===== src/rtl/gpt_pkg.sv =====
package gpt_pkg;
  localparam int unsigned MODE_W = 4;
  localparam int unsigned CTRL_W = 7;
  localparam logic [MODE_W-1:0] MODE_PERIOD = 4'b1011;

  typedef enum logic [1:0] {
    ADDR_COUNT = 2'd0,
    ADDR_CMP   = 2'd1,
    ADDR_CTRL  = 2'd2,
    ADDR_FLAG  = 2'd3
  } reg_addr_e;

  typedef struct packed {
    logic              run;
    logic              gate_en;
    logic              gate_pol;
    logic [MODE_W-1:0] mode;
  } ctrl_t;
endpackage


===== src/rtl/gpt_gate_qual.sv =====
module gpt_gate_qual (
  input  logic run,
  input  logic gate_en,
  input  logic gate_pol,
  input  logic gate_in,
  input  logic cnt_stb,
  output logic advance
);
  logic gate_ok;

  always_comb begin
    gate_ok = !gate_en || (gate_in == gate_pol);
    advance = run && cnt_stb && gate_ok;
  end
endmodule


===== src/rtl/gpt_ctrl_regs.sv =====
module gpt_ctrl_regs
  import gpt_pkg::*;
#(
  parameter int unsigned CNT_W = 16
) (
  input  logic             clk,
  input  logic             rst_n,
  input  logic             wr_en,
  input  logic [1:0]       wr_addr,
  input  logic [CNT_W-1:0] wr_data,
  output ctrl_t            ctrl_q,
  output logic [CNT_W-1:0] cmp_q
);
  ctrl_t            ctrl_d;
  logic [CNT_W-1:0] cmp_d;
  logic             ctrl_we;
  logic             cmp_we;

  always_comb begin
    ctrl_we = wr_en && (wr_addr == ADDR_CTRL);
    cmp_we  = wr_en && (wr_addr == ADDR_CMP);
    ctrl_d  = ctrl_t'(wr_data[CTRL_W-1:0]);
    cmp_d   = wr_data;
  end

  always_ff @(posedge clk or negedge rst_n) begin
    if (!rst_n) begin
      ctrl_q <= '0;
      cmp_q  <= '0;
    end else begin
      if (ctrl_we) ctrl_q <= ctrl_d;
      if (cmp_we)  cmp_q  <= cmp_d;
    end
  end
endmodule


===== src/rtl/gpt_count_core.sv =====
module gpt_count_core #(
  parameter int unsigned CNT_W = 16
) (
  input  logic             clk,
  input  logic             rst_n,
  input  logic             run,
  input  logic             advance,
  input  logic             period_mode,
  input  logic             conv_en,
  input  logic [CNT_W-1:0] cmp,
  input  logic             wr_count,
  input  logic             wr_flag_clr,
  input  logic [CNT_W-1:0] wr_data,
  output logic [CNT_W-1:0] count_q,
  output logic             ovf_q,
  output logic             trig_q
);
  localparam logic [CNT_W-1:0] ALL_ONES = '1;

  logic [CNT_W-1:0] inc;
  logic [CNT_W-1:0] count_d;
  logic             match;
  logic             wrap;
  logic             ovf_d;
  logic             trig_d;

  always_comb begin
    inc   = count_q + CNT_W'(1);
    match = advance && period_mode && (inc == cmp);
    wrap  = advance && (count_q == ALL_ONES);

    if (wr_count)   count_d = wr_data;
    else if (match) count_d = '0;
    else if (advance) count_d = inc;
    else            count_d = count_q;

    if (wrap)             ovf_d = 1'b1;
    else if (wr_flag_clr) ovf_d = 1'b0;
    else                  ovf_d = ovf_q;

    trig_d = match && conv_en;
  end

  always_ff @(posedge clk or negedge rst_n) begin
    if (!rst_n) begin
      count_q <= '0;
      ovf_q   <= 1'b0;
      trig_q  <= 1'b0;
    end else begin
      count_q <= count_d;
      ovf_q   <= ovf_d;
      trig_q  <= trig_d;
    end
  end

  p_hold_off_r2: assert property (@(posedge clk) disable iff (!rst_n)
    (!run && !wr_count) |=> (count_q == $past(count_q)) && !trig_q);

  p_trig_cause_r7: assert property (@(posedge clk) disable iff (!rst_n)
    $rose(trig_q) |-> $past(conv_en) && $past(period_mode) && $past(run));

  p_ovf_cause_r8: assert property (@(posedge clk) disable iff (!rst_n)
    $rose(ovf_q) |-> ($past(count_q) == ALL_ONES) && $past(run));

  p_ovf_sticky_r9: assert property (@(posedge clk) disable iff (!rst_n)
    (ovf_q && !wr_flag_clr) |=> ovf_q);

  p_wr_wins_r10: assert property (@(posedge clk) disable iff (!rst_n)
    wr_count |=> (count_q == $past(wr_data)));
endmodule


===== src/rtl/gated_period_timer.sv =====
module gated_period_timer
  import gpt_pkg::*;
#(
  parameter int unsigned CNT_W = 16
) (
  input  logic               clk,
  input  logic               rst_n,
  input  logic               cnt_stb,
  input  logic               gate_in,
  input  logic               conv_en,
  input  logic               wr_en,
  input  logic [1:0]         wr_addr,
  input  logic [CNT_W-1:0]   wr_data,
  output logic [CNT_W-1:0]   count_o,
  output logic [CNT_W-1:0]   cmp_o,
  output logic [CTRL_W-1:0]  ctrl_o,
  output logic               ovf_flag,
  output logic               conv_trig
);
  logic [1:0] rst_sync_q;
  logic       rst_n_s;
  ctrl_t      ctrl;
  logic       advance;
  logic       period_mode;
  logic       wr_count;
  logic       wr_flag_clr;

  always_ff @(posedge clk or negedge rst_n) begin
    if (!rst_n) rst_sync_q <= 2'b00;
    else        rst_sync_q <= {rst_sync_q[0], 1'b1};
  end
  assign rst_n_s = rst_sync_q[1];

  always_comb begin
    period_mode = (ctrl.mode == MODE_PERIOD);
    wr_count    = wr_en && (wr_addr == ADDR_COUNT);
    wr_flag_clr = wr_en && (wr_addr == ADDR_FLAG) && wr_data[0];
    ctrl_o      = ctrl;
  end

  gpt_ctrl_regs #(.CNT_W(CNT_W)) u_regs (
    .clk     (clk),
    .rst_n   (rst_n_s),
    .wr_en   (wr_en),
    .wr_addr (wr_addr),
    .wr_data (wr_data),
    .ctrl_q  (ctrl),
    .cmp_q   (cmp_o)
  );

  gpt_gate_qual u_gate (
    .run      (ctrl.run),
    .gate_en  (ctrl.gate_en),
    .gate_pol (ctrl.gate_pol),
    .gate_in  (gate_in),
    .cnt_stb  (cnt_stb),
    .advance  (advance)
  );

  gpt_count_core #(.CNT_W(CNT_W)) u_core (
    .clk         (clk),
    .rst_n       (rst_n_s),
    .run         (ctrl.run),
    .advance     (advance),
    .period_mode (period_mode),
    .conv_en     (conv_en),
    .cmp         (cmp_o),
    .wr_count    (wr_count),
    .wr_flag_clr (wr_flag_clr),
    .wr_data     (wr_data),
    .count_q     (count_o),
    .ovf_q       (ovf_flag),
    .trig_q      (conv_trig)
  );

  p_gate_hold_r4: assert property (@(posedge clk) disable iff (!rst_n_s)
    (ctrl.gate_en && (gate_in != ctrl.gate_pol) && !wr_count)
      |=> (count_o == $past(count_o)));
endmodule


===== config.mk =====
export PLATFORM = sky130hd
export DESIGN_NAME = gated_period_timer
export DESIGN_NICKNAME = d
export VERILOG_FILES = /design/src/rtl/gpt_pkg.sv /design/src/rtl/gpt_gate_qual.sv /design/src/rtl/gpt_ctrl_regs.sv /design/src/rtl/gpt_count_core.sv /design/src/rtl/gated_period_timer.sv
export SDC_FILE = /design/constraint.sdc
export NUM_CORES = 1
export LEC_CHECK = 0
export BUFFER_PORTS_ARGS = -buffer_cell sky130_fd_sc_hd__buf_2
export CAP_MARGIN = 20
export CORE_MARGIN = 10
export CORE_UTILIZATION = 48
export CTS_CLUSTER_DIAMETER = 120
export DETAILED_ROUTE_END_ITERATION = 10
export PLACE_DENSITY = 0.77
export SYNTH_ARGS = -nofsm -noshare
export SYNTH_HDL_FRONTEND = slang
export SYNTH_SLANG_ARGS = --single-unit

===== constraint.sdc =====
create_clock -name clk -period 1.25 [get_ports clk]
set_input_delay 0 -clock clk [delete_from_list [all_inputs] [get_ports clk]]
set_output_delay 0 -clock clk [all_outputs]
set_load 0.01 [all_outputs]

After elaboration in Yosys (flattened, before gate mapping) --
Cells that the tools add are included.
Storage, ports and cells: output and inout bits 41, logic and storage cells 38, bits in registers 43, input bits 24
Cells by class: add/subtract/negate cells 1, equality and inequality tests 7, muxes and demuxes 5, reductions and logical operators 16
Operators with widths (number):
- 16-bit two-way mux | 3
- 16-bit by 1-bit adder with 16-bit output (second input constant) | 1
- 16-bit == test | 1
- 16-bit == test (second input constant) | 1
- 1-bit logical AND | 11
- 2-bit == test (second input constant) | 2
- 4-bit == test (second input constant) | 1
- 3-bit nonzero test | 1
- 2-bit by 1-bit == test with 1-bit output (second input constant) | 1
- 2-bit logical NOT | 1
- 1-bit two-way mux | 2
- 2-bit nonzero test | 1
- 1-bit == test | 1
- 1-bit logical NOT | 1
- 1-bit logical OR | 1

Logic depth before layout (Yosys ltp) --
Gate-level depths: netlist of the first run.
depth in word-level cells 7, mapped depth 9, gate-level depth less buffers 7

Modules after synthesis --
A second synthesis of the first run with hierarchy kept.
Unflattened totals: cells, all modules 281, area total of the unflattened synthesis 2870.3 µm²
By module, submodules not included:
- gpt_count_core | times used 1, cells each 223, area an instance 1856.8 µm², sequential area each 450.4 µm²
- gpt_ctrl_regs | times used 1, cells each 49, area an instance 914.6 µm², sequential area each 575.6 µm²
- gated_period_timer | times used 1, cells each 6, area an instance 81.3 µm², sequential area each 50.0 µm²
- gpt_gate_qual | times used 1, cells each 3, area an instance 17.5 µm², sequential area each 0.0 µm²

Least setup slack after synthesis of the first run --
Ideal clock, no wire load.
path kind register -> register, from register u_core.count_q[0], to register u_core.count_q[10], setup time 0.121 ns, period minus slack after synthesis 2.560 ns, data required time 1.129 ns, path buffers 2, data arrival time 2.439 ns, path slack -1.310 ns, cell stages (with the launch flop) 10, cell sequence dfrtp_1 -> ha_1 -> buf_2 -> nand2_1 -> nor4_1 -> mux2_2 -> a2111oi_4 -> nand4_4 -> buf_6 -> a22o_1
Between the ends: cells in the longest elaborated chain, start to end 5, elaborated cells on any way between the ends 7, classes of those cells add/sub: 1; eq/ne: 1; mux: 3; reduce/logical: 2
RTL lines:
- from (decl) | RTL line gpt_count_core.sv:14 | output logic [CNT_W-1:0] count_q,
- from (signal assigned) | RTL line gpt_count_core.sv:50 | count_q <= count_d;
- 16-bit by 1-bit adder with 16-bit output (*) | RTL line gpt_count_core.sv:28 | inc = count_q + CNT_W'(1);
- 16-bit == test | RTL line gpt_count_core.sv:29 | match = advance && period_mode && (inc == cmp);
- 1-bit logical AND | RTL line gpt_count_core.sv:29
- 16-bit two-way mux | RTL line gpt_count_core.sv:33 | else if (match) count_d = '0;
- 16-bit two-way mux | RTL line gpt_count_core.sv:32 | if (wr_count) count_d = wr_data;
Every way passes the cells marked *; elsewhere a longest branch is shown, timed or not. The select of a mux whose other input is x is not followed. A chain may end at the register's enable or synchronous reset.

Final worst setup path of the first run --
from register u_core.count_q[6], to register u_core.count_q[3]
Between the ends: cells in the longest elaborated chain, start to end 5, elaborated cells on any way between the ends 6, classes of those cells add/sub: 1; eq/ne: 1; mux: 2; reduce/logical: 2
RTL lines (RTL line):
- 16-bit by 1-bit adder with 16-bit output (*) | gpt_count_core.sv:28
- 16-bit == test (*) | gpt_count_core.sv:29
- 1-bit logical AND (*) | gpt_count_core.sv:29
- 16-bit two-way mux | gpt_count_core.sv:33
- 16-bit two-way mux | gpt_count_core.sv:32
Every way passes the cells marked *; elsewhere a longest branch is shown, timed or not.

==> results.sh, run 1 <==
export IMPL_status="complete, but fails checks"
export IMPL_failed_checks="setup timing"
export IMPL_cts_sinks=43
export IMPL_netlist_instances=255
export IMPL_rows=27
export IMPL_clkLatencyLatePin_ns=0.30
export IMPL_grt_max_degree=33
export IMPL_hold_violations=0
export IMPL_placedCellCount=449
export IMPL_area_growth_synth_to_final_pct=58.02
export IMPL_synth_seq_cells=43
export IMPL_num_io_pins=65
export IMPL_fin_util=0.7706
export IMPL_grt_pass1_vias=2786
export IMPL_grt_overflow=0
export IMPL_drc=0
export IMPL_fmax_mhz=436.0
export IMPL_min_path_type="in -> reg"
export IMPL_htreeDepth=2
export IMPL_cp_arrival_ns=2.48
export IMPL_track_usage=0.2070
export IMPL_viasPerCell=5.639
export IMPL_ys_top_cells_by_area="dfrtp_1 (41%), mux2_2 (11%), a22o_1 (5.3%)"
export IMPL_fp_dieW_um=94.34
export IMPL_synth_flop_cell="dfrtp_1"
export IMPL_dp_hpwl_um=6343
export IMPL_drt_pass1_iter_count=5
export IMPL_wire_per_inst_um=19.51
export IMPL_min_from="wr_addr[1]"
export IMPL_maxCapViolCount=0
export IMPL_final_antenna_net_count=0
export IMPL_cp_startpoint="u_core.count_q[6]"
export IMPL_coreArea_um2=5439
export IMPL_slew_viol_final=0
export IMPL_rsz0062_at_grt="true"
export IMPL_cp_max_fo=5
export IMPL_cts_max_path_buffers=2
export IMPL_port_buffers=64
export IMPL_stdcell_count=485
export IMPL_vias=2735
export IMPL_n_fill_cell=327
export IMPL_initial_core_util=0.4877
export IMPL_synth_enable_flop_cells=0
export IMPL_ys_seq_area_frac=0.4057
export IMPL_synth_area_leader_cell="dfrtp_1"
export IMPL_peakVddDrop_v=0.001033
export IMPL_total_leakage_power_nw=1.983
export IMPL_netlist_area_um2=2653
export IMPL_required_ns=1.43
export IMPL_final_common_cell="buf_4"
export IMPL_gp_congestion=0.9666
export IMPL_synth_top_area_frac=0.4057
export IMPL_cts_tree="built"
export IMPL_die_area_um2=8899
export IMPL_setup_viol=18
export IMPL_final_cell_mix="buf_4 (73), buf_2 (64), dfrtp_1 (31)"
export IMPL_cts_buffers=5
export IMPL_start_kind="flip-flop"
export IMPL_avgSynthCellArea_um2=10.40
export IMPL_crit_type="reg -> reg"
export IMPL_n_antenna_cell=0
export IMPL_fin_skew_ns=0.006348
export IMPL_dieHeight_um=94.34
export IMPL_worst_slack_ns=-1.044
export IMPL_clkTransAtPathRegs_ns=0.09
export IMPL_grt_pass1_wl_um=14620
export IMPL_fin_nets=437
export IMPL_drtIter0Drc=278
export IMPL_syn_nets=280
export IMPL_root_buffer="clkbuf_8"
export IMPL_regToRegStartpoint="u_core.count_q[6]"
export IMPL_antenna_found_initial=0
export IMPL_yosys_warnings=0
export IMPL_synthArstFlopShare=1.000
export IMPL_fin_crit_ns=2.294
export IMPL_crit_path_end_kind="flip-flop"
export IMPL_final_period_utilization=1.835
export IMPL_layout_drive_gt1_share=0.5424
export IMPL_synth_cell_types=47
export IMPL_routed_wl_um=9463
export IMPL_p_per_area_nw_per_um2=1540
[layout make-up]
cell class	count	area [µm²]	share of cell area
inverters	6	22.52	0.005373
clock inverters	2	35.03	0.008358
clock buffers	6	82.58	0.01970
flip-flops and latches	43	1091	0.2603
multi-input cells	187	1639	0.3910
well taps	72	90.09	0.02149
repair buffers	169	1231	0.2937
[report_power, final]
| part | internal [mW] | switching, mW | total [mW] |
|---|---|---|---|
| Clock | 0.647 | 0.505 | 1.15 |
| Combinational | 1.72 | 1.55 | 3.27 |
| Sequential | 1.68 | 0.346 | 2.03 |
[path summary, 6_finish.rpt]
kind / endpoint / slack (ns) / depth (start not counted)
worst min register to register: u_core.count_q[1] / 0.17 / 0
worst max register to register: u_core.count_q[3] / -1.04 / 8
max in group asynchronous: rst_sync_q[1] / 0.54 / 3
worst max-delay path: u_core.count_q[3] / -1.04 / 8
min in group asynchronous: u_core.count_q[1] / 0.17 / 0
worst min-delay path: u_core.ovf_q / 0.11 / 4
[metrics by stage]
| step | setup WS, ns | power [mW] | TNS (ns) | hold WS, ns | cell area [µm²] |
|---|---|---|---|---|---|
| floorplan | -1.012 | 3.516 | -16.34 | -0.2956 | 2748 |
| global placement | -0.9201 | 4.689 | -15.67 | -0.2142 | 3647 |
| detailed placement | -0.9760 | 4.791 | -16.48 | -0.2068 | 3647 |
| CTS | -0.9157 | 6.193 | -15.61 | 0.09823 | 4101 |
| global route | -1.085 | 6.750 | -18.45 | 0.1413 | 4192 |
| finish | -1.044 | 6.454 | -17.53 | 0.1129 | 4192 |
[registers in the layout, indices dropped and copies added (netlist names)]
name            count
u_regs.ctrl_q       7
u_core.trig_q       1
u_core.count_q     16
u_core.ovf_q        1
rst_sync_q          2
u_regs.cmp_q       16
[synth_stat cells (all sizes together) (3+ instances only)]
cell type	n
a22o	16
and2	3
buf	12
clkbuf	7
dfrtp	43
inv	6
mux2	26
mux2i	3
nand2	11
nand2b	4
nand3	11
nand3b	3
nand4	11
nor2	22
nor2b	7
nor4	5
o21ai	3
o22ai	3
xnor2	16
xor2	16
[critical path, stage by stage (launching register included)]
cell and delay, ns:
dfrtp_2 0.45, buf_4 0.17, xor2_1 0.28, or3_1 0.17, nand3_1 0.14, nor4_4 0.40, nand4_4 0.17, buf_6 0.18
a22o_1 0.21
[per-layer routing]
layer	vias to the layer above	wire length, µm	GRT usage
li1	1225	-	-
met1	1347	3756	0.2530
met2	140	4757	0.3593
met3	23	726	0.04124
met4	0	222	0.05949
met5	-	0	0
[cell families after synthesis]
logic type      after synthesis  share of synthesized area
compound gates               33                     0.1042
xor+xnor                     33                     0.1146
fa+ha+maj                     1                   0.004716
buf+inv                      25                    0.04764
flops                        43                     0.4057
mux                          29                     0.1217
other cells                   1                   0.001414
simple gates                 90                     0.2000
[timing repair]
| item | 4_1_cts | 5_1_grt |
|---|---|---|
| resized for setup | 25 | 15 |
| hold buffers | 19 | 0 |
| setup endpoints to repair | 18 | 18 |
| pin swaps | 14 | 11 |
| endpoints found under the hold margin | 42 | 0 |
| buffers inserted | 4 | 5 |
No activity file was read; power rests on OpenSTA's default activity.
==> run 2, diff against run 1 <==
==> constraint.sdc (replaced) <==
create_clock -name clk -period 2.05 [get_ports clk]
set_input_delay 0 -clock clk [delete_from_list [all_inputs] [get_ports clk]]
set_output_delay 0 -clock clk [all_outputs]
set_load 0.01 [all_outputs]
==> run 2 against run 1 <==
  * The run still ends with setup timing left
  * Setup slack improved by 0.85 ns
  * Sequential share of layout area grew 2.6 points
  * Utilization is 7.3 points lower
  * Count of clock-buffer cells in the layout increased by 1
  * First-iteration DRC count shrank 7.9%
  * Wire length is 17% lower
  * Global-route usage fell by 2.9 points
  * Critical endpoint is now u_core.count_q[0]
==> results.sh, run 2 (synthesis results as in run 1) <==
export IMPL_gp_congestion=0.8789
export IMPL_fin_util=0.6973
export IMPL_place_ws_ns=-0.3102
export IMPL_grt_overflow=0
export IMPL_antenna_found_initial=0
export IMPL_r2r_setup_slack_ns=-0.19
export IMPL_top_regs="u_core.count_q (16), u_regs.cmp_q (16), u_regs.ctrl_q (7)"
export IMPL_worst_r2r_endpoint="u_core.count_q[0]"
export IMPL_viasPerCell=5.452
export IMPL_htreeDepth=2
export IMPL_cts_sinks=43
export IMPL_fmax_mhz=445.5
export IMPL_crit_buf_inv=1
export IMPL_cp_top_family="simple AND/OR/NAND/NOR gates"
export IMPL_peakVddDrop_v=0.0005318
export IMPL_coreArea_um2=5439
export IMPL_fin_nets=401
export IMPL_dp_hpwl_um=5752
export IMPL_crit_chain="nand4_4 -> nor4_4 -> mux2_4 -> a2111oi_4 -> nand4_4 -> buf_6 -> a22o_1"
export IMPL_clkLatencyLatePin_ns=0.30
export IMPL_worstRegToRegCells=7
export IMPL_track_usage=0.1782
export IMPL_required_ns=2.24
export IMPL_worst_path_stages=7
export IMPL_tightest_slew_ns=0.5413
export IMPL_p_per_area_nw_per_um2=926.3
export IMPL_regArea_um2=1085
export IMPL_root_buffer="clkbuf_8"
export IMPL_setup_viol=17
export IMPL_grt_max_degree=42
export IMPL_hold_violations=0
export IMPL_crit_type="reg -> reg"
export IMPL_fin_tns_setup_ns=-2.840
export IMPL_n_antenna_cell=0
export IMPL_final_period_utilization=1.095
export IMPL_min_path_type="in -> reg"
export IMPL_regToRegStartpoint="u_core.count_q[9]"
export IMPL_n_fill_cell=402
export IMPL_status="complete, but fails checks"
export IMPL_cp_startpoint="u_core.count_q[9]"
export IMPL_final_common_cell="buf_2"
export IMPL_dieHeight_um=94.34
export IMPL_cp_endpoint="u_core.count_q[0]"
export IMPL_drt_pass1_iter_count=4
export IMPL_crit_slowest_cell="dfrtp_1"
export IMPL_timing_slew_headroom=0.6391
export IMPL_vias=2448
export IMPL_cts_tree="built"
export IMPL_wire_per_inst_um=17.40
export IMPL_critPathMaxStageDelay_ns=0.43
export IMPL_start_kind="flip-flop"
export IMPL_cts_max_path_buffers=2
export IMPL_maxCapViolCount=0
export IMPL_hold_worst_slack_ns=0.08065
export IMPL_area_growth_synth_to_final_pct=42.97
export IMPL_stdcell_count=449
export IMPL_failed_checks="setup timing"
export IMPL_slew_viol_final=0
export IMPL_clkTransAtPathRegs_ns=0.08
export IMPL_drtIter0Drc=256
export IMPL_final_antenna_net_count=0
export IMPL_grt_pass1_wl_um=12690
export IMPL_initial_core_util=0.4877
export IMPL_crit_path_end_kind="flip-flop"
export IMPL_die_area_um2=8899
export IMPL_cp_arrival_ns=2.43
export IMPL_num_io_pins=65
export IMPL_crit_path_frequent_cell="nand4_4"
export IMPL_placedCellCount=417
export IMPL_cts_buffers=5
export IMPL_port_buffers=64
export IMPL_worst_slack_ns=-0.1949
export IMPL_layout_drive_gt1_share=0.4562
export IMPL_grt_pass1_vias=2520
export IMPL_final_cell_mix="buf_2 (64), buf_4 (47), dfrtp_1 (36)"
export IMPL_drc=0
export IMPL_total_leakage_power_nw=1.749
export IMPL_multiInputGateArea_um2=1583
export IMPL_fin_skew_ns=0.006025
export IMPL_fp_dieW_um=94.34
export IMPL_routed_wl_um=7814
export IMPL_cp_max_fo=8
export IMPL_rsz0062_at_grt="true"
export IMPL_rows=27
export IMPL_fin_crit_ns=2.245
## run 2: area by class of cell
class | instances | area share
clock buffers | 7 | 0.02013
clock inverters | 1 | 0.007918
inverters | 6 | 0.005939
multi-input cells | 187 | 0.4174
flip-flops and latches | 43 | 0.2860
well taps | 72 | 0.02375
repair buffers | 133 | 0.2389
## run 2: worst register-to-register path, cell delays in order (launching register included)
cell       delay [ns]
dfrtp_1          0.43
nand4_4          0.16
nor4_4           0.34
mux2_4           0.34
a2111oi_4        0.36
nand4_4          0.14
buf_6            0.17
a22o_1           0.20
## run 2: worst min path at each step
stage	start	end	slack [ns]	cells after the start
6_report	wr_addr[1]	u_core.ovf_q	0.08	4
4_1_cts	wr_addr[1]	u_core.ovf_q	0.09	4
3_5_place_dp	rst_n	rst_sync_q[1]	-0.21	1
2_1_floorplan	rst_n	rst_sync_q[0]	-0.30	0
3_3_place_gp	rst_n	rst_sync_q[0]	-0.22	1
5_1_grt	wr_addr[1]	u_core.ovf_q	0.09	4
## run 2: report_power, final
| group | switching, mW | internal (mW) | leakage (nW) |
|---|---|---|---|
| clock network | 0.297 | 0.365 | 0.0524 |
| registers | 0.217 | 1.02 | 0.513 |
| logic | 0.780 | 0.830 | 1.18 |
## run 2: what timing repair did
| action | in CTS | in global routing |
|---|---|---|
| buffers inserted | 0 | 5 |
| gates resized for setup | 16 | 4 |
| hold buffers | 19 | 0 |
| pin swaps | 9 | 5 |
| setup endpoints to repair | 17 | 17 |
| endpoints found under the hold margin | 42 | 0 |
## run 2: stage by stage
stage,area (µm²),total power [mW]
after global placement,3349,2.668
final,3792,3.513
after global routing,3792,3.720
after detailed placement,3349,2.724
after CTS,3722,3.490
after floorplan,2711,2.112
## run 2: layer usage
layer | share of wire | vias to the layer above | global-route usage
met2 | 0.50 | 83 | 0.3026
li1 | - | 1147 | -
met4 | 0.021 | 0 | 0.05316
met5 | 0 | - | 0
met1 | 0.42 | 1196 | 0.2218
met3 | 0.060 | 22 | 0.03727
